`config.mk`:
```
export PLATFORM = sky130hd
export DESIGN_NAME = addr_const_gen
export DESIGN_NICKNAME = d
export VERILOG_FILES = /design/src/rtl/addr_const_pkg.sv /design/src/rtl/vec_fetch_seq.sv /design/src/rtl/hi_pull_gen.sv /design/src/rtl/lo_pull_gen.sv /design/src/rtl/addr_const_gen.sv
export SDC_FILE = /design/constraint.sdc
export NUM_CORES = 1
export LEC_CHECK = 0
export BUFFER_PORTS_ARGS = -buffer_cell sky130_fd_sc_hd__buf_4
export CORE_AREA = 2 2 39 41
export CTS_BUF_LIST = sky130_fd_sc_hd__clkbuf_16
export DETAILED_ROUTE_END_ITERATION = 6
export DIE_AREA = 0 0 41 43
export PLACE_DENSITY = 0.68
export SLEW_MARGIN = 10
export SYNTH_ARGS = -nofsm -noshare
export SYNTH_HDL_FRONTEND = slang
export SYNTH_SLANG_ARGS = --single-unit
export TNS_END_PERCENT = 20
```
`constraint.sdc`:
```
create_clock -name clk -period 1.3 [get_ports clk]
set_clock_uncertainty 0.15 [all_clocks]
set_input_delay 0.195 -clock clk [delete_from_list [all_inputs] [get_ports clk]]
set_output_delay 0.195 -clock clk [all_outputs]
set_load 0.05 [all_outputs]
```
`src/rtl/addr_const_pkg.sv`:
```
package addr_const_pkg;

   typedef enum logic [1:0] {
      PG_NONE  = 2'b00,
      PG_STACK = 2'b01,
      PG_ZERO  = 2'b10,
      PG_RSVD  = 2'b11
   } page_mode_e;

   typedef enum logic [1:0] {
      VK_NONE  = 2'b00,
      VK_IRQ   = 2'b01,
      VK_RESET = 2'b10,
      VK_NMI   = 2'b11
   } vec_kind_e;

   typedef enum logic [1:0] {
      FS_IDLE   = 2'b00,
      FS_FIRST  = 2'b01,
      FS_SECOND = 2'b10
   } fetch_st_e;

   // Low-bus bit positions pulled per vector kind; bit 0 marks the first access.
   localparam int unsigned LO_FIRST_BIT = 0;
   localparam int unsigned LO_RST_BIT   = 1;
   localparam int unsigned LO_NMI_BIT   = 2;

endpackage

```
`src/rtl/vec_fetch_seq.sv`:
```
module vec_fetch_seq
   import addr_const_pkg::*;
(
   input  logic      clk,
   input  logic      rst_n,
   input  logic      start,
   input  vec_kind_e kind_in,
   output vec_kind_e kind_act,
   output logic      busy,
   output logic      first,
   output logic      done
);

   fetch_st_e state_q;
   vec_kind_e kind_q;
   logic      done_q;

   always_ff @(posedge clk) begin
      if (!rst_n) begin
         state_q <= FS_IDLE;
         kind_q  <= VK_NONE;
         done_q  <= 1'b0;
      end else begin
         done_q <= (state_q == FS_SECOND);
         case (state_q)
            FS_IDLE: begin
               if (start && kind_in != VK_NONE) begin
                  state_q <= FS_FIRST;
                  kind_q  <= kind_in;
               end
            end
            FS_FIRST:  state_q <= FS_SECOND;
            FS_SECOND: state_q <= FS_IDLE;
            default:   state_q <= FS_IDLE;
         endcase
      end
   end

   assign busy     = (state_q != FS_IDLE);
   assign first    = (state_q == FS_FIRST);
   assign done     = done_q;
   assign kind_act = busy ? kind_q : VK_NONE;

   // first access is always followed by the second
   a_r5_first_then_second: assert property (@(posedge clk) disable iff (!rst_n)
      (state_q == FS_FIRST) |=> (state_q == FS_SECOND));
   // done follows the second access
   a_r5_done_after_second: assert property (@(posedge clk) disable iff (!rst_n)
      (state_q == FS_SECOND) |=> (done && !busy));
   // done is a single-cycle pulse
   a_r5_done_pulse: assert property (@(posedge clk) disable iff (!rst_n)
      done |=> !done);
   // latched kind cannot change mid-fetch
   a_r10_kind_held: assert property (@(posedge clk) disable iff (!rst_n)
      (busy && state_q != FS_FIRST) |-> $stable(kind_q));

endmodule

```
`src/rtl/hi_pull_gen.sv`:
```
module hi_pull_gen
   import addr_const_pkg::*;
#(
   parameter int unsigned W = 8
) (
   input  page_mode_e page,
   input  logic       vec_busy,
   output logic [W-1:0] pull,
   output logic       const_en
);

   logic pull_upper;
   logic pull_lsb;

   always_comb begin
      pull_upper = 1'b0;
      pull_lsb   = 1'b0;
      if (!vec_busy) begin
         pull_upper = (page == PG_STACK) || (page == PG_ZERO);
         pull_lsb   = (page == PG_ZERO);
      end
   end

   assign const_en = vec_busy || pull_upper;

   for (genvar b = 0; b < W; b++) begin : g_bit
      if (b == 0) begin : g_lsb
         assign pull[b] = pull_lsb;
      end else begin : g_up
         assign pull[b] = pull_upper;
      end
   end

endmodule

```
`src/rtl/lo_pull_gen.sv`:
```
module lo_pull_gen
   import addr_const_pkg::*;
#(
   parameter int unsigned W = 8
) (
   input  vec_kind_e kind,
   input  logic      first,
   output logic [W-1:0] pull
);

   for (genvar b = 0; b < W; b++) begin : g_bit
      if (b == LO_FIRST_BIT) begin : g_first
         assign pull[b] = first && (kind != VK_NONE);
      end else if (b == LO_RST_BIT) begin : g_rst
         assign pull[b] = (kind == VK_RESET);
      end else if (b == LO_NMI_BIT) begin : g_nmi
         assign pull[b] = (kind == VK_NMI);
      end else begin : g_none
         assign pull[b] = 1'b0;
      end
   end

endmodule

```
`src/rtl/addr_const_gen.sv`:
```
module addr_const_gen
   import addr_const_pkg::*;
#(
   parameter int unsigned ADDR_W  = 8,
   parameter bit          REG_OUT = 1'b0
) (
   input  logic              clk,
   input  logic              rst_n,
   input  logic [1:0]        page_sel,
   input  logic [1:0]        vec_sel,
   input  logic              fetch_start,
   input  logic [ADDR_W-1:0] addr_hi_in,
   input  logic [ADDR_W-1:0] addr_lo_in,
   output logic [ADDR_W-1:0] adh_out,
   output logic [ADDR_W-1:0] adl_out,
   output logic              fetch_busy,
   output logic              fetch_first,
   output logic              fetch_done
);

   localparam logic [ADDR_W-1:0] BUS_IDLE = {ADDR_W{1'b1}};

   if (ADDR_W < 3) begin : g_bad_width
      $error("addr_const_gen: ADDR_W must be at least 3");
   end

   vec_kind_e         kind_act;
   logic              busy, first;
   logic [ADDR_W-1:0] hi_pull, lo_pull;
   logic              hi_const;
   logic [ADDR_W-1:0] adh_c, adl_c;

   vec_fetch_seq u_seq (
      .clk     (clk),
      .rst_n   (rst_n),
      .start   (fetch_start),
      .kind_in (vec_kind_e'(vec_sel)),
      .kind_act(kind_act),
      .busy    (busy),
      .first   (first),
      .done    (fetch_done)
   );

   hi_pull_gen #(.W(ADDR_W)) u_hi (
      .page    (page_mode_e'(page_sel)),
      .vec_busy(busy),
      .pull    (hi_pull),
      .const_en(hi_const)
   );

   lo_pull_gen #(.W(ADDR_W)) u_lo (
      .kind (kind_act),
      .first(first),
      .pull (lo_pull)
   );

   assign adh_c = hi_const ? (BUS_IDLE & ~hi_pull) : addr_hi_in;
   assign adl_c = busy     ? (BUS_IDLE & ~lo_pull) : addr_lo_in;

   if (REG_OUT) begin : g_reg_out
      always_ff @(posedge clk) begin
         if (!rst_n) begin
            adh_out <= '0;
            adl_out <= '0;
         end else begin
            adh_out <= adh_c;
            adl_out <= adl_c;
         end
      end
   end else begin : g_comb_out
      assign adh_out = adh_c;
      assign adl_out = adl_c;
   end

   assign fetch_busy  = busy;
   assign fetch_first = first;

   // high bus held at all ones during a vector fetch
   a_r6_hi_ones: assert property (@(posedge clk) disable iff (!rst_n)
      busy |-> (adh_c == BUS_IDLE));
   // stack prefix when idle
   a_r3_stack_prefix: assert property (@(posedge clk) disable iff (!rst_n)
      (!busy && page_sel == 2'b01) |-> (adh_c == ADDR_W'(1)));
   // zero-page prefix when idle
   a_r4_zero_prefix: assert property (@(posedge clk) disable iff (!rst_n)
      (!busy && page_sel == 2'b10) |-> (adh_c == '0));
   // first byte of every vector is even, second odd
   a_r7_lsb_order: assert property (@(posedge clk) disable iff (!rst_n)
      busy |-> (adl_c[0] == !first));
   // idle low bus passes through
   a_r2_lo_pass: assert property (@(posedge clk) disable iff (!rst_n)
      !busy |-> (adl_c == addr_lo_in));

endmodule

```
==> impl_metrics.prom <==
# TYPE chip_impl_metric gauge
chip_impl_info{name="status",value="finished with violations"} 1
chip_impl_info{name="violations",value="setup timing"} 1
chip_impl_metric{name="die_area",unit="um^2"} 1760
chip_impl_metric{name="antenna_found_initial",unit=""} 0
chip_impl_metric{name="yosysWarnings",unit=""} 0
chip_impl_metric{name="synth_nets",unit=""} 76
chip_impl_metric{name="final_critical_path_setup_slack",unit="ns"} -0.261
chip_impl_metric{name="firstDrtPassIters",unit=""} 4
chip_impl_info{name="cp-start-kind",value="flip-flop"} 1
chip_impl_metric{name="cp.arrival",unit="ns"} 1.22
chip_impl_info{name="synth.largest_area_cell",value="sky130_fd_sc_hd__dfxtp_1"} 1
chip_impl_metric{name="netlist-cell-type-count",unit=""} 22
chip_impl_metric{name="final-seq-area",unit="um^2"} 109
chip_impl_metric{name="synth_largest_type_area_fraction",unit="%"} 27.0
chip_impl_info{name="crit_family",value="flip-flops"} 1
chip_impl_info{name="cpMaxStageDelayCell",value="sky130_fd_sc_hd__dfxtp_4"} 1
chip_impl_info{name="grt_setup_unrepaired",value="yes"} 1
chip_impl_metric{name="internal_power",unit="mW"} 0.751
chip_impl_metric{name="layout-area-overhead-vs-synth",unit="%"} 142
chip_impl_info{name="clk_root_buffer_cell",value="sky130_fd_sc_hd__clkbuf_16"} 1
chip_impl_metric{name="final_core_util",unit="%"} 64.8
chip_impl_metric{name="leakagePower",unit="nW"} 0.465
chip_impl_metric{name="globalplace.congestion",unit=""} 0.691
chip_impl_metric{name="rows",unit=""} 14
chip_impl_metric{name="slew-limit-headroom",unit="%"} 78.8
chip_impl_metric{name="drive_gt1_share",unit="%"} 60.0
chip_impl_metric{name="power.switching_fraction",unit="%"} 35.5
chip_impl_metric{name="worst_ep_required_time",unit="ns"} 0.95
chip_impl_metric{name="max_cap_violations",unit=""} 0
chip_impl_metric{name="start_util",unit="%"} 26.8
chip_impl_metric{name="port-buffer-count",unit=""} 41
chip_impl_metric{name="max_root_sink_buffers",unit=""} 2
chip_impl_metric{name="antenna-diode-count",unit=""} 0
chip_impl_metric{name="p_per_area",unit="nW/um^2"} 1300
chip_impl_metric{name="rrSetupSlack",unit="ns"} 0.10
chip_impl_metric{name="placed_cells_incl_taps",unit=""} 112
chip_impl_metric{name="dpl_cell_area",unit="um^2"} 771
chip_impl_metric{name="final_cell_count_no_fill",unit=""} 116
chip_impl_metric{name="design_area",unit="um^2"} 897
chip_impl_metric{name="numClockSinks",unit=""} 5
chip_impl_metric{name="final_hold_viol_count",unit=""} 0
chip_impl_metric{name="p_comb_share",unit="%"} 42.5
chip_impl_metric{name="clock_tree.htree_level_count",unit=""} 1
chip_impl_metric{name="grt_max_degree",unit=""} 12
chip_impl_metric{name="chipWidth",unit="um"} 41
chip_impl_metric{name="mappedNetlistArea",unit="um^2"} 370
chip_impl_metric{name="synth_sequential_area_ratio",unit="%"} 27.0
chip_impl_metric{name="clock_power_share",unit="%"} 42.6
chip_impl_metric{name="drt_first_iter_violations",unit=""} 6
chip_impl_metric{name="finish.net_count",unit=""} 125
chip_impl_metric{name="all_layer_global_routing_usage",unit="%"} 16.3
chip_impl_metric{name="drc_errors",unit=""} 0
chip_impl_metric{name="finalSetupViolCount",unit=""} 18
chip_impl_metric{name="min_period_over_period",unit="%"} 120
chip_impl_metric{name="cp.buffers_inverters",unit=""} 2
chip_impl_info{name="yosys-top-cells-area",value="sky130_fd_sc_hd__dfxtp_1, sky130_fd_sc_hd__nand2_1, sky130_fd_sc_hd__or3_1, sky130_fd_sc_hd__nor2b_1, sky130_fd_sc_hd__o2bb2ai_1"} 1
chip_impl_metric{name="first_global_vias",unit=""} 519
chip_impl_metric{name="cts_hold_repair.buffers",unit=""} 0
chip_impl_metric{name="detail_route.wl_per_cell",unit="um"} 10.2
chip_impl_metric{name="final_max_slew_viol_count",unit=""} 0
chip_impl_metric{name="worstSkewPairLatency",unit="ns"} 0.23
chip_impl_metric{name="path_max_fanout",unit=""} 10
chip_impl_metric{name="yosys_register_bits",unit=""} 5
chip_impl_metric{name="dpl.hpwl",unit="um"} 994
chip_impl_info{name="worstHoldPathType",value="in -> reg"} 1
chip_impl_metric{name="core_region_area",unit="um^2"} 1380
chip_impl_metric{name="first_pass_grt_wire_length",unit="mm"} 1.96
chip_impl_metric{name="die_h",unit="um"} 43
chip_impl_metric{name="seq_power_share",unit="%"} 14.9
chip_impl_metric{name="period_needed",unit="ns"} 1.56
chip_impl_metric{name="multiInputGateArea",unit="um^2"} 288
chip_impl_info{name="path_cells",value="nor2_4, clkinvlp_4, a31oi_4, buf_6"} 1
chip_impl_metric{name="route.antenna.remaining_nets",unit=""} 0
chip_impl_metric{name="critical_path.max_stage_delay",unit="ns"} 0.37
chip_impl_info{name="clock_tree_from_tritoncts",value="done"} 1
chip_impl_metric{name="net-switching-power",unit="mW"} 0.413
chip_impl_metric{name="synthesis.area_per_instance",unit="um^2"} 7.12
chip_impl_metric{name="fillers",unit=""} 121
chip_impl_metric{name="netlist_instances",unit=""} 52
chip_impl_metric{name="drt-vias-per-instance",unit=""} 4.79
chip_impl_metric{name="max_vdd_drop",unit="V"} 0.000848
chip_impl_metric{name="grt-ovfl-total",unit=""} 0
chip_impl_info{name="critical_path.endpoint_type",value="output pin"} 1
chip_impl_metric{name="detailroute.via_count",unit=""} 556
chip_impl_metric{name="io-pin-count",unit=""} 42
chip_impl_metric{name="fmaxAchievable",unit="GHz"} 0.641
chip_impl_metric{name="cts_buffers",unit=""} 3
chip_impl_metric{name="worst-slew-pin-transition",unit="ns"} 0.316
chip_impl_metric{name="wl",unit="mm"} 1.19
chip_impl_metric{name="timing.setup.tns",unit="ns"} -3.46
chip_impl_metric{name="clk_pin_slew_worst_paths",unit="ns"} 0.03
chip_impl_info{name="timing.setup.critical_path_class",value="reg -> out"} 1
-- worst paths after layout --
| kind | to | from | cells after the start |
|---|---|---|---|
| max | adl_out[1] | u_seq.state_q[1] | 4 |
| min | u_seq.kind_q[1] | rst_n | 2 |
| max reg2reg | u_seq.kind_q[1] | u_seq.state_q[1] | 3 |
| min reg2reg | u_seq.kind_q[0] | u_seq.kind_q[0] | 2 |
-- logic make-up after synthesis --
| logic type | after synthesis | synth area share [%] |
|---|---|---|
| adders and majority gates | 1 | 3.38 |
| buffers and inverters | 6 | 7.43 |
| DFF | 5 | 27.0 |
| and+or+nand+nor | 33 | 47.3 |
| AOI/OAI and AO/OA | 7 | 14.9 |
-- metal layers --
layer	track usage [%]	part of all wire, %	vias up
li1	-	-	275
met1	15.4	34	235
met2	26.9	48	44
met3	7.33	17	2
met4	10.0	1.4	0
met5	0	0	-
-- worst reg2reg max path, cell delays in order, from the launching register on --
cell                        delay, ns
sky130_fd_sc_hd__dfxtp_4         0.37
sky130_fd_sc_hd__buf_4           0.15
sky130_fd_sc_hd__nor4bb_2        0.32
sky130_fd_sc_hd__o2bb2ai_1       0.14
-- flip-flops by register name (all words and copies together), names as in the netlist --
signal         count
u_seq.kind_q       2
u_seq.done         1
u_seq.state_q      2
-- stage by stage --
step	power (mW)	hold slack (ns)	setup WS, ns
2_1_floorplan	0.483	0.162	-0.387
3_3_place_gp	0.650	0.305	-0.132
3_5_place_dp	0.654	0.303	-0.148
4_1_cts	1.18	0.0698	-0.272
5_1_grt	1.22	0.0784	-0.300
6_report	1.16	0.0695	-0.261
-- layout by cell type (no fill, tap or decap), types with 2 or more instances in the layout --
master	count
sky130_fd_sc_hd__nor2b_1	3
sky130_fd_sc_hd__buf_4	38
sky130_fd_sc_hd__a31oi_4	2
sky130_fd_sc_hd__inv_1	3
sky130_fd_sc_hd__dfxtp_4	2
sky130_fd_sc_hd__nor3_1	2
sky130_fd_sc_hd__nand2_1	16
sky130_fd_sc_hd__clkbuf_16	3
sky130_fd_sc_hd__o2bb2ai_1	2
sky130_fd_sc_hd__or3_1	5
sky130_fd_sc_hd__dfxtp_1	2
sky130_fd_sc_hd__buf_6	9
-- final cells by class --
type | count | area share [%]
inverters | 3 | 1.67
clock buffers | 3 | 8.37
multi-input cells | 41 | 32.1
flip-flops and latches | 5 | 12.1
clock inverters | 1 | 0.418
repair buffers | 47 | 43.1
well taps | 16 | 2.23
-- power groups by stage --
stage | logic [mW] | registers, mW | clock network (mW)
2_1_floorplan | 0.304 | 0.179 | 0
3_3_place_gp | 0.472 | 0.178 | 0
3_5_place_dp | 0.476 | 0.178 | 0
4_1_cts | 0.497 | 0.174 | 0.505
5_1_grt | 0.527 | 0.176 | 0.522
6_report | 0.494 | 0.174 | 0.496
-- Yosys cell counts --
cell type / n
sky130_fd_sc_hd__o21ai_0: 1
sky130_fd_sc_hd__a31oi_1: 2
sky130_fd_sc_hd__nor2b_1: 3
sky130_fd_sc_hd__a211o_1: 1
sky130_fd_sc_hd__dfxtp_1: 5
sky130_fd_sc_hd__ha_1: 1
sky130_fd_sc_hd__and3b_1: 1
sky130_fd_sc_hd__buf_4: 1
sky130_fd_sc_hd__and4bb_2: 1
sky130_fd_sc_hd__and2_1: 1
sky130_fd_sc_hd__inv_1: 3
sky130_fd_sc_hd__nor2_2: 1
sky130_fd_sc_hd__clkbuf_1: 1
sky130_fd_sc_hd__or3_1: 5
sky130_fd_sc_hd__nor3_1: 2
sky130_fd_sc_hd__nor2_1: 1
sky130_fd_sc_hd__nor4bb_1: 1
sky130_fd_sc_hd__and2b_1: 1
sky130_fd_sc_hd__o2bb2ai_1: 2
sky130_fd_sc_hd__buf_2: 1
sky130_fd_sc_hd__o2111a_1: 1
sky130_fd_sc_hd__nand2_1: 16
-- what timing repair did --
| item | CTS | global route |
|---|---|---|
| setup buffers | 0 | 0 |
| setup endpoints to repair | 20 | 19 |
| pin swaps | 3 | 0 |
| gates resized for setup | 12 | 2 |
No activity file was read; power rests on OpenSTA's default activity.
